### config.mk
export PLATFORM = sky130hd
export DESIGN_NAME = dual_alarm_engine
export DESIGN_NICKNAME = d
export VERILOG_FILES = /design/src/rtl/alm_pkg.sv /design/src/rtl/alarm_channel.sv /design/src/rtl/alarm_regs.sv /design/src/rtl/dual_alarm_engine.sv
export SDC_FILE = /design/constraint.sdc
export NUM_CORES = 1
export LEC_CHECK = 0
export CAP_MARGIN = 0
export CORE_MARGIN = 2
export CORE_UTILIZATION = 25
export CTS_CLUSTER_SIZE = 14
export DETAILED_ROUTE_END_ITERATION = 12
export GPL_ROUTABILITY_DRIVEN = 1
export PLACE_DENSITY = 0.43
export SYNTH_ARGS = -nofsm -noshare
export SYNTH_HDL_FRONTEND = slang
export SYNTH_SLANG_ARGS = --single-unit
### constraint.sdc
create_clock -name clk -period 9.4 [get_ports clk]
set_input_delay 0.94 -clock clk [delete_from_list [all_inputs] [get_ports clk]]
set_output_delay 0.94 -clock clk [all_outputs]
set_load 0.1 [all_outputs]
### src/rtl/alm_pkg.sv
package alm_pkg;
  localparam int REG_W  = 16;
  localparam int SMP_W  = 14;
  localparam int CNT_W  = 8;
  localparam int NCH    = 2;
  localparam int ADDR_W = 3;
  localparam int ACC_W  = SMP_W + CNT_W + 2;
  localparam int CTRL_W = 2 * NCH + 1;
  localparam int A_CTRL = 2 * NCH;
  localparam int A_STAT = 2 * NCH + 1;
  localparam int PIN_BIT = 2 * NCH;
endpackage

### src/rtl/alarm_channel.sv
module alarm_channel #(
  parameter int DW = 14,
  parameter int CW = 8,
  parameter int AW = 24
) (
  input  logic          clk,
  input  logic          rst,
  input  logic          en,
  input  logic          dyn,
  input  logic          pol,
  input  logic [DW-1:0] thr,
  input  logic [CW-1:0] n_raw,
  input  logic          smp_valid,
  input  logic [DW-1:0] smp_data,
  output logic          evt
);
  logic                 seeded_q;
  logic [DW-1:0]        prev_q;
  logic signed [AW-1:0] acc_q;
  logic [CW:0]          cnt_q;

  logic signed [AW-1:0] smp_ext, prev_ext, thr_ext, n_ext, delta, acc_new, limit;
  logic [CW-1:0]        n_eff;
  logic [CW:0]          cnt_new;
  logic                 win_end, hit_dyn, hit_st;

  always_comb begin
    smp_ext  = {{(AW-DW){smp_data[DW-1]}}, smp_data};
    prev_ext = {{(AW-DW){prev_q[DW-1]}}, prev_q};
    thr_ext  = {{(AW-DW){thr[DW-1]}}, thr};
    n_eff    = (n_raw == '0) ? CW'(1) : n_raw;
    n_ext    = {{(AW-CW){1'b0}}, n_eff};
    delta    = smp_ext - prev_ext;
    acc_new  = acc_q + delta;
    limit    = thr_ext * n_ext;
    cnt_new  = cnt_q + 1'b1;
    win_end  = cnt_new >= {1'b0, n_eff};
    hit_dyn  = pol ? (acc_new > limit) : (acc_new < limit);
    hit_st   = pol ? (smp_ext > thr_ext) : (smp_ext < thr_ext);
    evt      = smp_valid && en && (dyn ? (seeded_q && win_end && hit_dyn) : hit_st);
  end

  always_ff @(posedge clk) begin
    if (rst || !en || !dyn) begin
      seeded_q <= 1'b0;
      prev_q   <= '0;
      acc_q    <= '0;
      cnt_q    <= '0;
    end else if (smp_valid) begin
      seeded_q <= 1'b1;
      prev_q   <= smp_data;
      if (seeded_q) begin
        if (win_end) begin
          acc_q <= '0;
          cnt_q <= '0;
        end else begin
          acc_q <= acc_new;
          cnt_q <= cnt_new;
        end
      end
    end
  end
endmodule

### src/rtl/alarm_regs.sv
module alarm_regs
  import alm_pkg::*;
(
  input  logic                       clk,
  input  logic                       rst,
  input  logic                       we,
  input  logic                       re,
  input  logic [ADDR_W-1:0]          addr,
  input  logic [REG_W-1:0]           wdata,
  input  logic [NCH-1:0]             flags,
  output logic [REG_W-1:0]           rdata,
  output logic                       stat_clr,
  output logic [NCH-1:0]             pol,
  output logic [NCH-1:0][SMP_W-1:0]  thr,
  output logic [NCH-1:0][CNT_W-1:0]  cnt,
  output logic [CTRL_W-1:0]          ctrl
);
  logic [REG_W-1:0] rd_mux;
  logic             unused_wbits;

  assign unused_wbits = ^{wdata[REG_W-2:SMP_W]};
  assign stat_clr     = re && (addr == ADDR_W'(A_STAT));

  for (genvar ch = 0; ch < NCH; ch++) begin : g_ch
    always_ff @(posedge clk) begin
      if (rst) begin
        pol[ch] <= 1'b0;
        thr[ch] <= '0;
        cnt[ch] <= '0;
      end else if (we) begin
        if (addr == ADDR_W'(ch)) begin
          pol[ch] <= wdata[REG_W-1];
          thr[ch] <= wdata[SMP_W-1:0];
        end
        if (addr == ADDR_W'(NCH + ch))
          cnt[ch] <= wdata[CNT_W-1:0];
      end
    end
  end

  always_ff @(posedge clk) begin
    if (rst)
      ctrl <= '0;
    else if (we && addr == ADDR_W'(A_CTRL))
      ctrl <= wdata[CTRL_W-1:0];
  end

  always_comb begin
    rd_mux = '0;
    for (int i = 0; i < NCH; i++) begin
      if (addr == ADDR_W'(i))
        rd_mux = {pol[i], {(REG_W-1-SMP_W){1'b0}}, thr[i]};
      if (addr == ADDR_W'(NCH + i))
        rd_mux = REG_W'(cnt[i]);
    end
    if (addr == ADDR_W'(A_CTRL)) rd_mux = REG_W'(ctrl);
    if (addr == ADDR_W'(A_STAT)) rd_mux = REG_W'(flags);
  end

  always_ff @(posedge clk) begin
    if (rst)
      rdata <= '0;
    else if (re)
      rdata <= rd_mux;
  end
endmodule

### src/rtl/dual_alarm_engine.sv
module dual_alarm_engine
  import alm_pkg::*;
(
  input  logic              clk,
  input  logic              rst,
  input  logic              smp_valid,
  input  logic [SMP_W-1:0]  smp_data,
  input  logic              reg_we,
  input  logic              reg_re,
  input  logic [ADDR_W-1:0] reg_addr,
  input  logic [REG_W-1:0]  reg_wdata,
  output logic [REG_W-1:0]  reg_rdata,
  output logic [NCH-1:0]    alm_flag,
  output logic              alm_pin
);
  logic                      stat_clr;
  logic [NCH-1:0]            pol_w, evt_w, flag_nxt;
  logic [NCH-1:0][SMP_W-1:0] thr_w;
  logic [NCH-1:0][CNT_W-1:0] cnt_w;
  logic [CTRL_W-1:0]         ctrl_w;

  alarm_regs u_regs (
    .clk(clk), .rst(rst), .we(reg_we), .re(reg_re), .addr(reg_addr),
    .wdata(reg_wdata), .flags(alm_flag), .rdata(reg_rdata),
    .stat_clr(stat_clr), .pol(pol_w), .thr(thr_w), .cnt(cnt_w), .ctrl(ctrl_w)
  );

  for (genvar ch = 0; ch < NCH; ch++) begin : g_chan
    alarm_channel #(.DW(SMP_W), .CW(CNT_W), .AW(ACC_W)) u_chan (
      .clk(clk), .rst(rst),
      .en(ctrl_w[ch]), .dyn(ctrl_w[NCH + ch]),
      .pol(pol_w[ch]), .thr(thr_w[ch]), .n_raw(cnt_w[ch]),
      .smp_valid(smp_valid), .smp_data(smp_data), .evt(evt_w[ch])
    );
  end

  assign flag_nxt = (alm_flag & ~{NCH{stat_clr}}) | evt_w;

  always_ff @(posedge clk) begin
    if (rst) begin
      alm_flag <= '0;
      alm_pin  <= 1'b0;
    end else begin
      alm_flag <= flag_nxt;
      alm_pin  <= ctrl_w[PIN_BIT] & (|flag_nxt);
    end
  end
endmodule

==> results of run 1 <==
-- metrics by stage --
stage                     util, %  setup WS (ps)
final                        28.2           1220
after global routing         28.2            632
after CTS                    28.2           1220
after detailed placement     27.4           1250
after global placement       27.4           1260
after floorplan                 -           2540
-- registers in the layout, indices dropped and copies added, names as in the netlist, 5 cells and up --
signal	cells
u_regs.thr	28
g_chan.u_chan.prev_q	28
u_regs.ctrl	5
g_chan.u_chan.acc_q	48
u_regs.cnt	16
u_regs.rdata	15
g_chan.u_chan.cnt_q	18
-- how the worst min path moves through the flow --
stage / start / endpoint / slack [ps]
final: g_chan[0].u_chan.acc_q[11]$_SDFFE_PP0P_ / g_chan[0].u_chan.acc_q[11]$_SDFFE_PP0P_ / 460
after global routing: g_chan[1].u_chan.acc_q[0]$_SDFFE_PP0P_ / g_chan[1].u_chan.acc_q[0]$_SDFFE_PP0P_ / 480
after CTS: g_chan[0].u_chan.acc_q[11]$_SDFFE_PP0P_ / g_chan[0].u_chan.acc_q[11]$_SDFFE_PP0P_ / 460
after detailed placement: g_chan[0].u_chan.acc_q[11]$_SDFFE_PP0P_ / g_chan[0].u_chan.acc_q[11]$_SDFFE_PP0P_ / 450
after global placement: g_chan[1].u_chan.acc_q[0]$_SDFFE_PP0P_ / g_chan[1].u_chan.acc_q[0]$_SDFFE_PP0P_ / 450
after floorplan: g_chan[0].u_chan.acc_q[0]$_SDFFE_PP0P_ / g_chan[0].u_chan.acc_q[0]$_SDFFE_PP0P_ / 440
-- cells by family after synthesis --
family,Yosys count
AO/OA/AOI/OAI,486
XOR/XNOR,105
adder cells (fa/ha/maj),444
buffers and inverters,460
flip-flops,165
multiplexers,21
other,1
AND/OR/NAND/NOR,873
-- power by group through the flow --
stage	logic (mW)	clock network, mW	registers, mW
after global placement	0.384	0	0.731
final	0.389	0.744	0.715
after global routing	0.439	0.802	0.716
after detailed placement	0.391	0	0.731
after floorplan	0.254	0	0.735
after CTS	0.393	0.768	0.715
-- cells in the mapped netlist, drive strengths merged, types with 10 or more instances --
master,instances,share of area (%)
nand3,60,1.5
nand2b,27,0.83
a31oi,11,0.41
clkbuf,59,1.1
nand2,292,5.4
xor2,39,1.7
xnor2,66,2.8
nor3,34,0.84
nor2b,39,1.2
nand4,25,0.77
ha,260,16
a21o,55,2.0
a211oi,16,0.67
mux2i,12,0.59
fa,184,18
buf,14,0.33
and2,54,1.7
a21boi,10,0.37
a21oi,171,4.2
dfxtp,165,16
and3,26,0.85
o21ai,106,2.7
o21a,22,0.81
nand3b,10,0.37
o211ai,12,0.44
nor2,266,4.9
a22oi,17,0.63
inv,387,7.2
-- critical path: stages (launching register included) --
cell	delay [ps]
dfxtp_1	430
inv_1	510
a41o_1	700
nand2_1	280
fa_1	690
fa_1	590
inv_1	50
fa_1	470
inv_1	50
fa_1	520
inv_1	40
ha_1	330
a21o_1	170
a21oi_1	240
nor2b_1	110
o31ai_1	430
mux2i_1	230
nand4_1	220
ha_1	410
nand4_1	120
nor2_1	190
nand2_1	110
or4_1	560
nand3_1	110
nor4_1	50
nor3b_1	320
a21oi_1	100
-- per-layer routing --
metal	wire, um	vias up
li1	-	8490
met1	28900	8324
met2	28600	246
met3	1740	52
met4	1610	0
met5	0	-
-- area by class of cell --
cell class / count / area, um2 / area share (%)
Timing Repair Buffer: 75 / 693 / 3.06
Inverter: 387 / 1450 / 6.41
Sequential cell: 165 / 3300 / 14.6
Clock inverter: 15 / 190 / 0.839
Clock buffer: 17 / 425 / 1.88
Tap cell: 1060 / 1330 / 5.85
Multi-Input combinational cell: 1930 / 15300 / 67.4
-- cells in the final DEF (no fill, tap or decap), types with 9 or more instances in the layout --
cell	count
nand3b_1	10
clkbuf_16	17
o21a_1	22
dfxtp_1	165
fa_1	184
inv_1	387
nor3_1	32
a21o_1	54
nor2_1	265
clkdlybuf4s50_1	53
a22oi_1	17
xnor2_1	66
a211oi_1	13
mux2i_1	12
o21ai_0	102
a31oi_1	10
and2_1	53
ha_1	260
xor2_1	39
a21oi_1	171
o211ai_1	12
nand3_1	60
nand2b_1	27
and3_1	24
nor2b_1	39
buf_4	21
a21boi_0	10
nand2_1	292
nand4_1	25
a211o_1	9
==> results.cfg, run 1 <==
[critical_path]
worstReg2RegEnd = alm_pin$_SDFF_PP0_
ff2ff_setup_slack_ps = 1220
cp_data_required_time_ps = 9760
worst-path-max-fanout = 15
end_kind = flop
cp.arrival_ps = 8540
crit_type = flop to flop
cp-startpoint = u_regs.cnt[11]$_SDFFE_PP0P_
crit_path_start_kind = flop
endpoint = alm_pin$_SDFF_PP0_
r2r_start = u_regs.cnt[11]$_SDFFE_PP0P_
r2r_cells = 26

[route]
drc = 0
routedWlPerCell_um = 16.7
routed_wl_um = 60900
vias = 17112
ant_nets = 0
vias_per_cell = 4.69
firstDrtPassIters = 5
drt_iter0_markers = 878

[yosys]
synth_edf_count = 0
synthCells = 2555
avgSynthCellArea_um2 = 7.94
synth-adder-area-share_pct = 34.2
synth-warning-count = 0
synthXorXnorAreaFrac_pct = 4.53
synth_top_flop_cell = dfxtp_1
synth-seq-cells = 165
synth_top_family_by_area = adder cells
synthArstFlopShare_pct = 0
netlist_area_um2 = 20300
synth-simple-area-share_pct = 19.7
ys_seq_area_share_pct = 16.3
muxShareOfSynthArea_pct = 1.53
synthDistinctLibCells = 75
synth_compound_area_share_pct = 15.2
synth_nets = 3037

[global_routing]
grt_max_degree = 74
antenna_found_initial = 1
use_met3_pct = 1.91
grt.total_usage_pct = 15.1
use_met1_pct = 20.2
grt_pass1_vias = 17482
grt_pass1_wl_um = 97700
busiest_layer = met2
grtUsageMet2_pct = 25.2
grt_overflow_total = 0

[cts]
clk_latency_ps = 480
cts_post_setup_buffers_inserted = 0
cts_buffer_depth = 2
cts-htree-levels = 4
ctsRootBufferMaster = clkbuf_16
ctsHoldBuffers = 0
cts.sinks = 165
clkTransAtPathRegs_ps = 90
cts_tree = yes
cts_resized = 0
cts_inserted_buffers = 17

[sta]
hold_ws_ps = 458
maxSlewViolCount = 0
slew_headroom_pct = 24.7
fin_tns_setup_ps = 0
final-hold-violation-count = 0
period_share_pct = 87.0
final-setup-viol-count = 0
tightest_slew_ps = 1120
finClkSkew_ps = 17.5
rsz0062_at_grt = false
fin_crit_ps = 8180
fmax_mhz = 122

[die]
start_util_pct = 25.2
rows = 104
die_x_um = 289
die_h_um = 289
ios = 57
die_area_um2 = 83500
core-area_um2 = 80400

[final_layout]
layout.cells.non_filler = 3649
area_growth_syn_to_layout_pct = 11.6
diodes = 0
layout-drive-gt1-share_pct = 3.55
nNetsFinal = 3058
final_area_um2 = 22700
fillers = 8793

[placement]
routabilityCongestion = 0.821
postPlaceCellArea_um2 = 22000
placedCellCount = 3617
hpwl_um = 49300
portBuffers = 54

[pwr]
switching_power_mw = 0.635
power_frac_seq_pct = 38.7
intPower_mw = 1.21
power_density_nw_per_um2 = 81.6
power_mw = 1.85
vdd_drop_max_v = 0.0000951
p_leak_nw = 9.92
comb_power_share_pct = 21.1
switching_share_pct = 34.3
pwr-share-clk_pct = 40.3

[worst_hold_path]
hold_depth = 2
hold_path_class = flop to flop

[status]
status = completed

[job]
cap_violations = 0
(Power assumes the default switching activity.)
==> inputs of run 2 (changes only) <==
GPL_ROUTABILITY_DRIVEN = not set   (was 1)
PLACE_DENSITY = 0.44   (was 0.43)
clock period = 6.85 ns   (was 9.4 ns; I/O delays follow)
==> results.cfg, run 2 (synthesis gave the netlist of run 1 again) <==
[status]
status = completed

[die]
die_area_um2 = 83500
core-area_um2 = 80400
die_h_um = 289
rows = 104
die_x_um = 289
start_util_pct = 25.2
ios = 57

[pwr]
power_density_nw_per_um2 = 108
vdd_drop_max_v = 0.000115
p_leak_nw = 11.0

[critical_path]
cp-startpoint = u_regs.cnt[12]$_SDFFE_PP0P_
cp.arrival_ps = 7210
cp_slowest_cell = fa_1
ff2ff_setup_slack_ps = 40
r2r_start = u_regs.cnt[12]$_SDFFE_PP0P_
max_stage_delay_ps = 540
crit_type = flop to flop
end_kind = flop
cp_data_required_time_ps = 7250
crit_path_start_kind = flop
worst-path-max-fanout = 4

[cts]
cts_tree = yes
ctsRootBufferMaster = clkbuf_16
cts.sinks = 165
clk_latency_ps = 470
ctsHoldBuffers = 0
clkTransAtPathRegs_ps = 80
cts-htree-levels = 4
cts_buffer_depth = 2
cts_inserted_buffers = 17

[sta]
fin_crit_ps = 6810
finClkSkew_ps = 20.5
fmax_mhz = 147
tightest_slew_ps = 1110
maxSlewViolCount = 0
period_share_pct = 99.4
hold_ws_ps = 459
rsz0062_at_grt = true
final-hold-violation-count = 0
slew_headroom_pct = 25.5
final-setup-viol-count = 0

[final_layout]
largest_register_ff_count = 48
final_area_um2 = 24800
largest_register = g_chan.u_chan.acc_q
area_growth_syn_to_layout_pct = 22.3
final_cell_mix = inv_1, nand2_1, nor2_1
layout-drive-gt1-share_pct = 14.0
nNetsFinal = 3280
diodes = 0
final_common_cell = inv_1
reg_top3 = g_chan.u_chan.acc_q x48, g_chan.u_chan.prev_q x28, u_regs.thr x28

[job]
cap_violations = 0

[global_routing]
grt_pass1_vias = 18480
antenna_found_initial = 0
grt.total_usage_pct = 15.5
grt_max_degree = 74
grt_overflow_total = 0
grt_pass1_wl_um = 101000

[placement]
routabilityCongestion = 0.840
portBuffers = 54
postPlaceCellArea_um2 = 23600
hpwl_um = 51600

[worst_hold_path]
worstHoldStart = g_chan[0].u_chan.acc_q[7]$_SDFFE_PP0P_
hold_path_class = flop to flop

[route]
firstDrtPassIters = 5
drc = 0
vias_per_cell = 4.64
drt_iter0_markers = 790
ant_nets = 0
vias = 17956
routed_wl_um = 62900
routedWlPerCell_um = 16.2
==> run 2: path summary, 6_finish.rpt <==
| path | end | depth (start not counted) |
|---|---|---|
| worst min register to register | g_chan[0].u_chan.acc_q[7]$_SDFFE_PP0P_ | 2 |
| worst min-delay path | g_chan[0].u_chan.acc_q[7]$_SDFFE_PP0P_ | 2 |
| worst max-delay path | alm_pin$_SDFF_PP0_ | 33 |
| worst max register to register | alm_pin$_SDFF_PP0_ | 33 |
==> run 2: routing by layer <==
layer,up-vias,part of all wire [%],wire length (um),GRT usage [%]
met5,-,0,0,0
met4,0,2.5,1590,4.16
met3,61,3.2,2040,1.65
met2,288,49,30700,27.5
met1,8678,45,28500,20.0
li1,8929,-,-,-
==> run 2: cell type report <==
type	instances	area [um2]
clock buffers	17	425
clock inverters	15	208
fillers	8576	55600
inverters	387	1450
multi-input cells	1930	15700
flip-flops and latches	165	3310
well taps	1060	1330
repair buffers	297	2410
==> run 2: power by group <==
part / leakage (nW) / switching, mW / total, mW / internal, mW
clock: 0.310 / 0.503 / 1.06 / 0.561
combinational: 9.36 / 0.364 / 0.632 / 0.269
sequential: 1.33 / 0.0118 / 0.978 / 0.967
==> run 2: critical path: cells and delay by family, from the launching register on <==
family	cells	cell delay, ps
adder cells (fa/ha/maj)	6	2560
AND/OR/NAND/NOR	11	1730
AO/OA/AOI/OAI	7	1180
buffers and inverters	8	800
flip-flops	1	330
XOR/XNOR	1	140
==> run 2: metrics by stage <==
step | power (mW) | std cells | utilization, % | worst slack (ps) | TNS [ps]
finish | 2.68 | 3871 | 30.9 | 43.9 | 0
global placement | 1.60 | 3817 | 29.3 | -436 | -1210
floorplan | 1.36 | 2555 | - | 104 | 0
CTS | 2.70 | 3858 | 30.3 | -0.840 | -0.840
detailed placement | 1.61 | 3817 | 29.3 | -444 | -1250
global route | 2.82 | 3871 | 30.9 | -335 | -957
==> run 2: what timing repair did <==
item                                    4_1_cts  5_1_grt
gates cloned                                  0        0
buffers inserted                              9       13
pin swaps                                    43       89
endpoints found under the setup margin        3        3
resized for setup                            33       68
